## src/rtl/vid_tref_decoder.sv

```systemverilog
`timescale 1ns/1ps
module vid_tref_decoder #(
  parameter int LW = 8
) (
  input  logic            clk,
  input  logic            rst_n,
  input  logic [1:0]      mode,
  input  logic [LW-1:0]   luma_i,
  input  logic [LW-1:0]   chroma_i,
  output logic [2*LW-1:0] word_o,
  output logic            word_vld_o,
  output logic            stream_o,
  output logic            vbi_o,
  output logic            sav_o,
  output logic            eav_o,
  output logic            field_o,
  output logic [3:0]      xflag_o
);
  localparam int WW = 2 * LW;

  logic [LW-1:0] y1, y2, y3;
  logic [WW-1:0] w1, w2, w3;
  logic          v1, v2, v3;
  logic          act, t_q, v_q;

  wire level = (mode != 2'b00);
  wire wide  = mode[1];
  wire hit   = (y3 == {LW{1'b1}}) && (y2 == '0) && (y1 == '0);
  wire h_in  = luma_i[LW-4];
  wire [WW-1:0] w_in = wide ? {chroma_i, luma_i} : {{LW{1'b0}}, luma_i};

  always_ff @(posedge clk or negedge rst_n) begin
    if (!rst_n) begin
      y1 <= '0; y2 <= '0; y3 <= '0;
      w1 <= '0; w2 <= '0; w3 <= '0;
      v1 <= 1'b0; v2 <= 1'b0; v3 <= 1'b0;
      act <= 1'b0; t_q <= 1'b0; v_q <= 1'b0;
      word_o <= '0; word_vld_o <= 1'b0;
      stream_o <= 1'b0; vbi_o <= 1'b0;
      sav_o <= 1'b0; eav_o <= 1'b0;
      field_o <= 1'b0; xflag_o <= '0;
    end else begin
      y1 <= luma_i; y2 <= y1; y3 <= y2;
      w1 <= w_in;   w2 <= w1; w3 <= w2;
      v1 <= act & ~hit;
      v2 <= v1 & ~hit;
      v3 <= v2 & ~hit;
      word_o     <= w3;
      word_vld_o <= v3 & ~hit;
      stream_o   <= level & t_q;
      vbi_o      <= level ? v_q : ~t_q;
      sav_o      <= hit & ~h_in;
      eav_o      <= hit & h_in;
      if (hit) begin
        act <= ~h_in;
        if (level || h_in) begin
          t_q     <= luma_i[LW-1];
          field_o <= luma_i[LW-2];
          v_q     <= luma_i[LW-3];
        end
        xflag_o <= level ? luma_i[LW-5 -: 4] : 4'h0;
      end
    end
  end

  AST_CODE_SPACING: assert property (@(posedge clk) disable iff (!rst_n)
    (sav_o || eav_o) |=> (!sav_o && !eav_o));
  AST_CODE_NOT_DATA: assert property (@(posedge clk) disable iff (!rst_n)
    (sav_o || eav_o) |-> !word_vld_o);
  AST_END_CLOSES: assert property (@(posedge clk) disable iff (!rst_n)
    eav_o |=> !word_vld_o);
  AST_LEGACY_START_HOLD: assert property (@(posedge clk) disable iff (!rst_n)
    (sav_o && $past(mode) == 2'b00) |-> $stable(field_o));
  AST_LEGACY_NO_XFLAG: assert property (@(posedge clk) disable iff (!rst_n)
    ((sav_o || eav_o) && $past(mode) == 2'b00) |-> (xflag_o == 4'h0));
endmodule

```

## config.mk

```make
export PLATFORM = sky130hd
export DESIGN_NAME = vid_tref_decoder
export DESIGN_NICKNAME = d
export VERILOG_FILES = /design/src/rtl/vid_tref_decoder.sv
export SDC_FILE = /design/constraint.sdc
export NUM_CORES = 1
export LEC_CHECK = 0
export ABC_CLOCK_PERIOD_IN_PS = 2050
export CORE_MARGIN = 4
export CORE_UTILIZATION = 49
export CTS_CLUSTER_DIAMETER = 120
export DETAILED_ROUTE_END_ITERATION = 12
export PLACE_DENSITY = 0.76
export SETUP_SLACK_MARGIN = 0.2
export SLEW_MARGIN = 20
export SYNTH_ARGS = -nofsm -noshare
export SYNTH_HDL_FRONTEND = slang
export SYNTH_SLANG_ARGS = --single-unit
export TNS_END_PERCENT = 5
```

## constraint.sdc

```tcl
create_clock -name clk -period 2.05 [get_ports clk]
set_input_delay 0.41 -clock clk [delete_from_list [all_inputs] [get_ports clk]]
set_output_delay 0.41 -clock clk [all_outputs]
set_load 0.01 [all_outputs]
```

==> results.yml, run 1 <==
global_route:
  grt.total_usage_pct: 14.97
  grt_pass1_wl_mm: 6.555
  antenna_found_initial: 0
  grt_pass1_vias: 1371
  grt-ovfl-total: 0
  grt_start_max_net_pins: 50
power_and_ir_drop:
  power.density_mw_per_mm2: 985.3
  power.leakage_uw: 0.001361
  p_comb_share_pct: 5.0
  clkPwrFrac_pct: 40.3
  switching_share_pct: 21.06
  finalPower_uw: 3061
  ir_worst_vdd_mv: 0.6231
  power.switching_uw: 644.6
  power.internal_uw: 2417
  power_frac_seq_pct: 54.7
routing:
  viasPerCell: 4.854
  vias: 1194
  post-route-drc-count: 0
  drtAntennaViolNets: 0
  first_iter_violations: 50
  wire_per_inst_um: 15.22
  dr.pass1.iters: 4
  wl_mm: 3.744
clock_tree:
  post_cts_buffers: 0
  cts-buffers-inserted: 9
  clockRootBuffer: "clkbuf_8"
  insertion_delay_ns: 0.34
  path_clk_slew_ns: 0.08
  htree_levels: 3
  clkSinkCount: 80
  cts_tree: "done"
  cts_buffer_depth: 2
finish:
  multi_input_area_sq_um: 300.3
  design_area_sq_mm: 0.003107
  area_delta_synth_final_pct: 33.85
  fin_nets: 209
  regArea_sq_mm: 0.002002
  n_antenna_cell: 0
  layoutNonFillerInstCount: 246
  final_common_cell: "dfrtp_1"
  fillers: 285
  drive_gt1_share_pct: 13.40
  layout.cells.most_common_list: "dfrtp_1 (80), clkdlybuf4s50_1 (44), and2_1 (10)"
  utilization_pct: 69.44
worst_setup_path:
  cp_slowest_cell: "dfrtp_1"
  cp_data_arrival_time_ns: 1.92
  cp_max_fo: 3
  crit_chain: "nor4b_2 > nand4_1 > nor3_2 > mux2_1"
  crit_path_start_kind: "flop"
  cp.required_ns: 2.28
  crit_type: "reg2reg"
  end_kind: "flop"
  slowest_delay_ns: 0.39
yosys:
  syn_area_per_cell_sq_um: 17.99
  synth.distinct_cells: 20
  synth_nets: 149
  ys_ff_latch: 80
  yosysSeqAreaShare_pct: 86.25
  synthCells: 129
  synth_area_sq_mm: 0.002321
  ys_warn_count: 0
sta:
  period_needed_ns: 1.689
  finalSetupTns_ns: 0
  timing.fmax_ghz: 0.5921
  post-route-period-util_pct: 82.39
  drv_slew: 0
  fin_skew_ns: 0.009410
  rsz0062_at_grt: "no"
  hold_viol_final: 0
  relSlewSlack_pct: 73.50
  setup_viol: 0
  worstMarginPinSlew_ns: 0.3976
hold_path:
  min_path_type: "reg2reg"
die:
  die_h_um: 76.83
  die_width_um: 76.83
  rows: 24
  coreArea_sq_mm: 0.004474
  die_area_sq_mm: 0.005902
  start_util_pct: 51.87
  ios: 46
placement:
  placed_cells: 229
  place.gp.congestion: 0.7977
  hpwlAfterDp_mm: 2.583
  port_buffers: 45
  dpl-instance-area_sq_mm: 0.002877
flow_run:
  cap_violations: 0
run_status:
  outcome: "finished, final reports clean"
layout make-up:
type	count	area share, %
Tap cell	52	2.094
Clock inverter	7	3.101
Clock buffer	9	3.987
Multi-Input combinational cell	45	9.666
Inverter	1	0.1208
Sequential cell	80	64.44
Timing Repair Buffer	52	16.59
synth_stat cells:
master / instances / area [sq um]
inv_1: 1 / 3.750
dfrtp_1: 80 / 2002
nand4_1: 2 / 12.51
nor2b_1: 4 / 25.02
mux2_1: 3 / 33.78
o31ai_1: 4 / 30.03
nor4_1: 3 / 18.77
clkbuf_2: 1 / 5.000
nor4b_2: 1 / 15.01
o21ai_0: 5 / 25.02
nor2_1: 2 / 7.510
nand2_1: 5 / 18.77
or2_1: 1 / 6.260
and4_1: 1 / 8.760
buf_2: 2 / 10.01
nor3_1: 1 / 5.000
and2_1: 10 / 62.56
nor3_2: 1 / 10.01
nor2_4: 1 / 11.26
mux2i_1: 1 / 10.01
through the flow:
stage	hold WS (ns)	setup slack, ns
final	0.3515	0.3611
after global routing	0.3552	0.2445
after CTS	0.3523	0.3376
after detailed placement	0.3347	0.2647
after global placement	0.3311	0.3190
after floorplan	0.1144	0.5694
sequential cells by signal, summed over array words and instances (netlist names):
signal / flops
w2: 16
field_o: 1
v1: 1
t_q: 1
word_o: 16
v2: 1
sav_o: 1
v_q: 1
y3: 7
act: 1
vbi_o: 1
stream_o: 1
v3: 1
w1: 16
eav_o: 1
xflag_o: 4
word_vld_o: 1
w3: 9
final timing paths:
path                                  startpoint                endpoint  slack [ns]  depth (start not counted)
worst min register to register  w1[10]$_DFF_PN0_        w2[10]$_DFF_PN0_        0.35                          0
worst max register to register   w2[1]$_DFF_PN0_         v_q$_DFFE_PN0P_        0.36                          4
max in group asynchronous                  rst_n  xflag_o[0]$_DFFE_PN0P_        0.92                          3
min in group asynchronous                  rst_n        w1[12]$_DFF_PN0_        0.55                          2
worst min-delay path            w1[10]$_DFF_PN0_        w2[10]$_DFF_PN0_        0.35                          0
worst max-delay path             w2[1]$_DFF_PN0_         v_q$_DFFE_PN0P_        0.36                          4
metal layers:
| layer | GRT usage [%] | vias up | routed length [um] |
|---|---|---|---|
| li1 | - | 545 | - |
| met1 | 17.14 | 607 | 1592 |
| met2 | 23.61 | 34 | 1860 |
| met3 | 6.909 | 8 | 192 |
| met4 | 7.609 | 0 | 98 |
| met5 | 0 | - | 0 |
critical path, delay by kind of cell (launching register included):
kind / cells / cell delay, ns
flops: 1 / 0.39
mux: 1 / 0.35
simple gates: 3 / 0.83
repair_timing:
action	in CTS	in global routing
resized for setup	0	0
endpoints found under the hold margin	31	0
hold buffers	1	0
cells by family (layout without fill, tap and decap cells):
group / after synthesis / in the layout / synth area share, %
buffers and inverters: 4 / 69 / 0.8083
flip-flops: 80 / 80 / 86.25
multiplexers: 4 / 4 / 1.887
AND/OR/NAND/NOR: 32 / 32 / 8.679
AO/OA/AOI/OAI: 9 / 9 / 2.372
power by group through the flow:
| stage | Clock (uW) | Sequential (uW) | Combinational [uW] |
|---|---|---|---|
| floorplan | 0 | 1710 | 18.1 |
| detailed placement | 0 | 1710 | 154 |
| finish | 1230 | 1670 | 152 |
| CTS | 1260 | 1680 | 156 |
| global placement | 0 | 1700 | 149 |
| global route | 1350 | 1680 | 166 |
No activity file was read; power rests on OpenSTA's default activity.
==> inputs of run 2 (changes only) <==
--- a/config.mk
+++ b/config.mk
@@ -5,12 +5,12 @@
 export SDC_FILE = /design/constraint.sdc
 export NUM_CORES = 1
 export LEC_CHECK = 0
-export ABC_CLOCK_PERIOD_IN_PS = 2050
+export ABC_CLOCK_PERIOD_IN_PS = 1500
 export CORE_MARGIN = 4
-export CORE_UTILIZATION = 49
+export CORE_UTILIZATION = 45
 export CTS_CLUSTER_DIAMETER = 120
 export DETAILED_ROUTE_END_ITERATION = 12
-export PLACE_DENSITY = 0.76
+export PLACE_DENSITY = 0.74
 export SETUP_SLACK_MARGIN = 0.2
 export SLEW_MARGIN = 20
 export SYNTH_ARGS = -nofsm -noshare
==> constraint.sdc (replaced) <==
create_clock -name clk -period 1.5 [get_ports clk]
set_input_delay 0.3 -clock clk [delete_from_list [all_inputs] [get_ports clk]]
set_output_delay 0.3 -clock clk [all_outputs]
set_load 0.01 [all_outputs]
==> results.yml, run 2 (same netlist as run 1, synthesis figures left out) <==
hold_path:
  hp-start: "w1[14]$_DFF_PN0_"
  min_path_type: "reg2reg"
  holdPathEnd: "w2[14]$_DFF_PN0_"
  hold_path_depth: 0
finish:
  largest_registers: "w1 x16, w2 x16, word_o x16"
  layoutNonFillerInstCount: 263
  regArea_sq_mm: 0.002002
  fin_nets: 212
  n_antenna_cell: 0
  fillers: 356
  layout.cells.most_common_list: "dfrtp_1 (80), clkdlybuf4s15_1 (20), clkdlybuf4s50_1 (18)"
  drive_gt1_share_pct: 18.88
  multi_input_area_sq_um: 339.1
  area_delta_synth_final_pct: 34.88
  final_common_cell: "dfrtp_1"
global_route:
  grt-ovfl-total: 0
  antenna_found_initial: 0
  grt_start_max_net_pins: 41
  grt_pass1_wl_mm: 6.341
  grt.total_usage_pct: 14.10
  grt_pass1_vias: 1361
sta:
  fin_ws_ns: -0.2744
  finalSetupTns_ns: -1.685
  rsz0062_at_grt: "yes"
  period_needed_ns: 1.774
  hold_viol_final: 0
  timing.fmax_ghz: 0.5636
  fin_hold_ws_ns: 0.3502
  post-route-period-util_pct: 118.3
  setup_viol: 13
  drv_slew: 0
  fin_skew_ns: 0.008980
  worstMarginPinSlew_ns: 0.3067
  relSlewSlack_pct: 79.55
placement:
  place.gp.congestion: 0.8172
  placed_cells: 245
  hpwlAfterDp_mm: 2.710
  port_buffers: 45
clock_tree:
  cts-buffers-inserted: 9
  clkSinkCount: 80
  clockRootBuffer: "clkbuf_8"
  insertion_delay_ns: 0.34
  htree_levels: 3
  cts_buffer_depth: 2
  path_clk_slew_ns: 0.08
  cts_tree: "done"
run_status:
  outcome: "complete, but fails checks"
  failed_checks: "negative setup slack"
routing:
  vias: 1169
  dr.pass1.iters: 4
  post-route-drc-count: 0
  first_iter_violations: 86
  drtAntennaViolNets: 0
  wl_mm: 3.903
  viasPerCell: 4.445
  wire_per_inst_um: 14.84
worst_setup_path:
  r2r_slack_ns: -0.27
  cp.required_ns: 1.72
  slowest_delay_ns: 0.40
  crit_path_start_kind: "flop"
  end_kind: "flop"
  cp_data_arrival_time_ns: 1.99
  crit_type: "reg2reg"
  ff2ff_path_depth: 4
  r2r-start: "w1[0]$_DFF_PN0_"
  rr_endpoint: "t_q$_DFFE_PN0P_"
  cp_max_fo: 3
  cp_slowest_cell: "dfrtp_1"
  crit_start: "w1[0]$_DFF_PN0_"
  crit_chain: "nor4_2 > nand4_1 > nor3_4 > mux2_4"
power_and_ir_drop:
  ir_worst_vdd_mv: 0.6889
  power.leakage_uw: 0.001408
  power.density_mw_per_mm2: 1272
die:
  die_area_sq_mm: 0.006370
  start_util_pct: 47.87
  rows: 25
  coreArea_sq_mm: 0.004848
  ios: 46
  die_h_um: 79.82
  die_width_um: 79.82
flow_run:
  cap_violations: 0
run 2: worst max-delay path by stage:
| stage | end | slack [ns] |
|---|---|---|
| global placement | field_o$_DFFE_PN0P_ | -0.20 |
| CTS | t_q$_DFFE_PN0P_ | -0.21 |
| global route | t_q$_DFFE_PN0P_ | -0.33 |
| detailed placement | t_q$_DFFE_PN0P_ | -0.24 |
| floorplan | field_o$_DFFE_PN0P_ | 0.04 |
| finish | t_q$_DFFE_PN0P_ | -0.27 |
run 2: area by class of cell:
cell class	count	share of cell area [%]
timing repair buffer	55	16.47
clock buffer	11	4.516
inverter	1	0.1199
tap	67	2.678
sequential	80	63.95
clock inverter	4	1.439
multi-input combinational	45	10.83
run 2: timing repair:
item,in CTS,in global routing
setup endpoints to repair,40,30
hold buffers,1,0
resized for setup,42,22
hold endpoints to repair,22,0
pin swaps,3,4
buffers inserted,0,2
run 2: metal layers:
layer / share of wire [%] / up-vias / wire (um) / global-route usage (%)
met1: 40 / 578 / 1563 / 16.18
met5: 0 / - / 0 / 0
met4: 1.9 / 0 / 76 / 7.601
li1: - / 547 / - / -
met2: 53 / 37 / 2050 / 22.45
met3: 5.5 / 7 / 214 / 5.869
run 2: metrics by stage:
| stage | utilization, % | instance area, sq um | total power [uW] | setup WS (ns) |
|---|---|---|---|---|
| floorplan | - | 2321 | 2361 | 0.04078 |
| global placement | 59.87 | 2903 | 2530 | -0.1965 |
| detailed placement | 59.87 | 2903 | 2545 | -0.2382 |
| CTS | 63.87 | 3097 | 4019 | -0.2130 |
| global route | 64.57 | 3131 | 4158 | -0.3336 |
| finish | 64.57 | 3131 | 3981 | -0.2744 |
run 2: report_power, final:
| group | internal (uW) | switching [uW] |
|---|---|---|
| combinational | 109 | 92.8 |
| sequential | 2250 | 41.6 |
| clock | 797 | 688 |
run 2: critical path, delay by kind of cell (launching register included):
family        cells  cell delay (ns)
flops             1             0.40
mux               1             0.34
simple gates      3             0.91
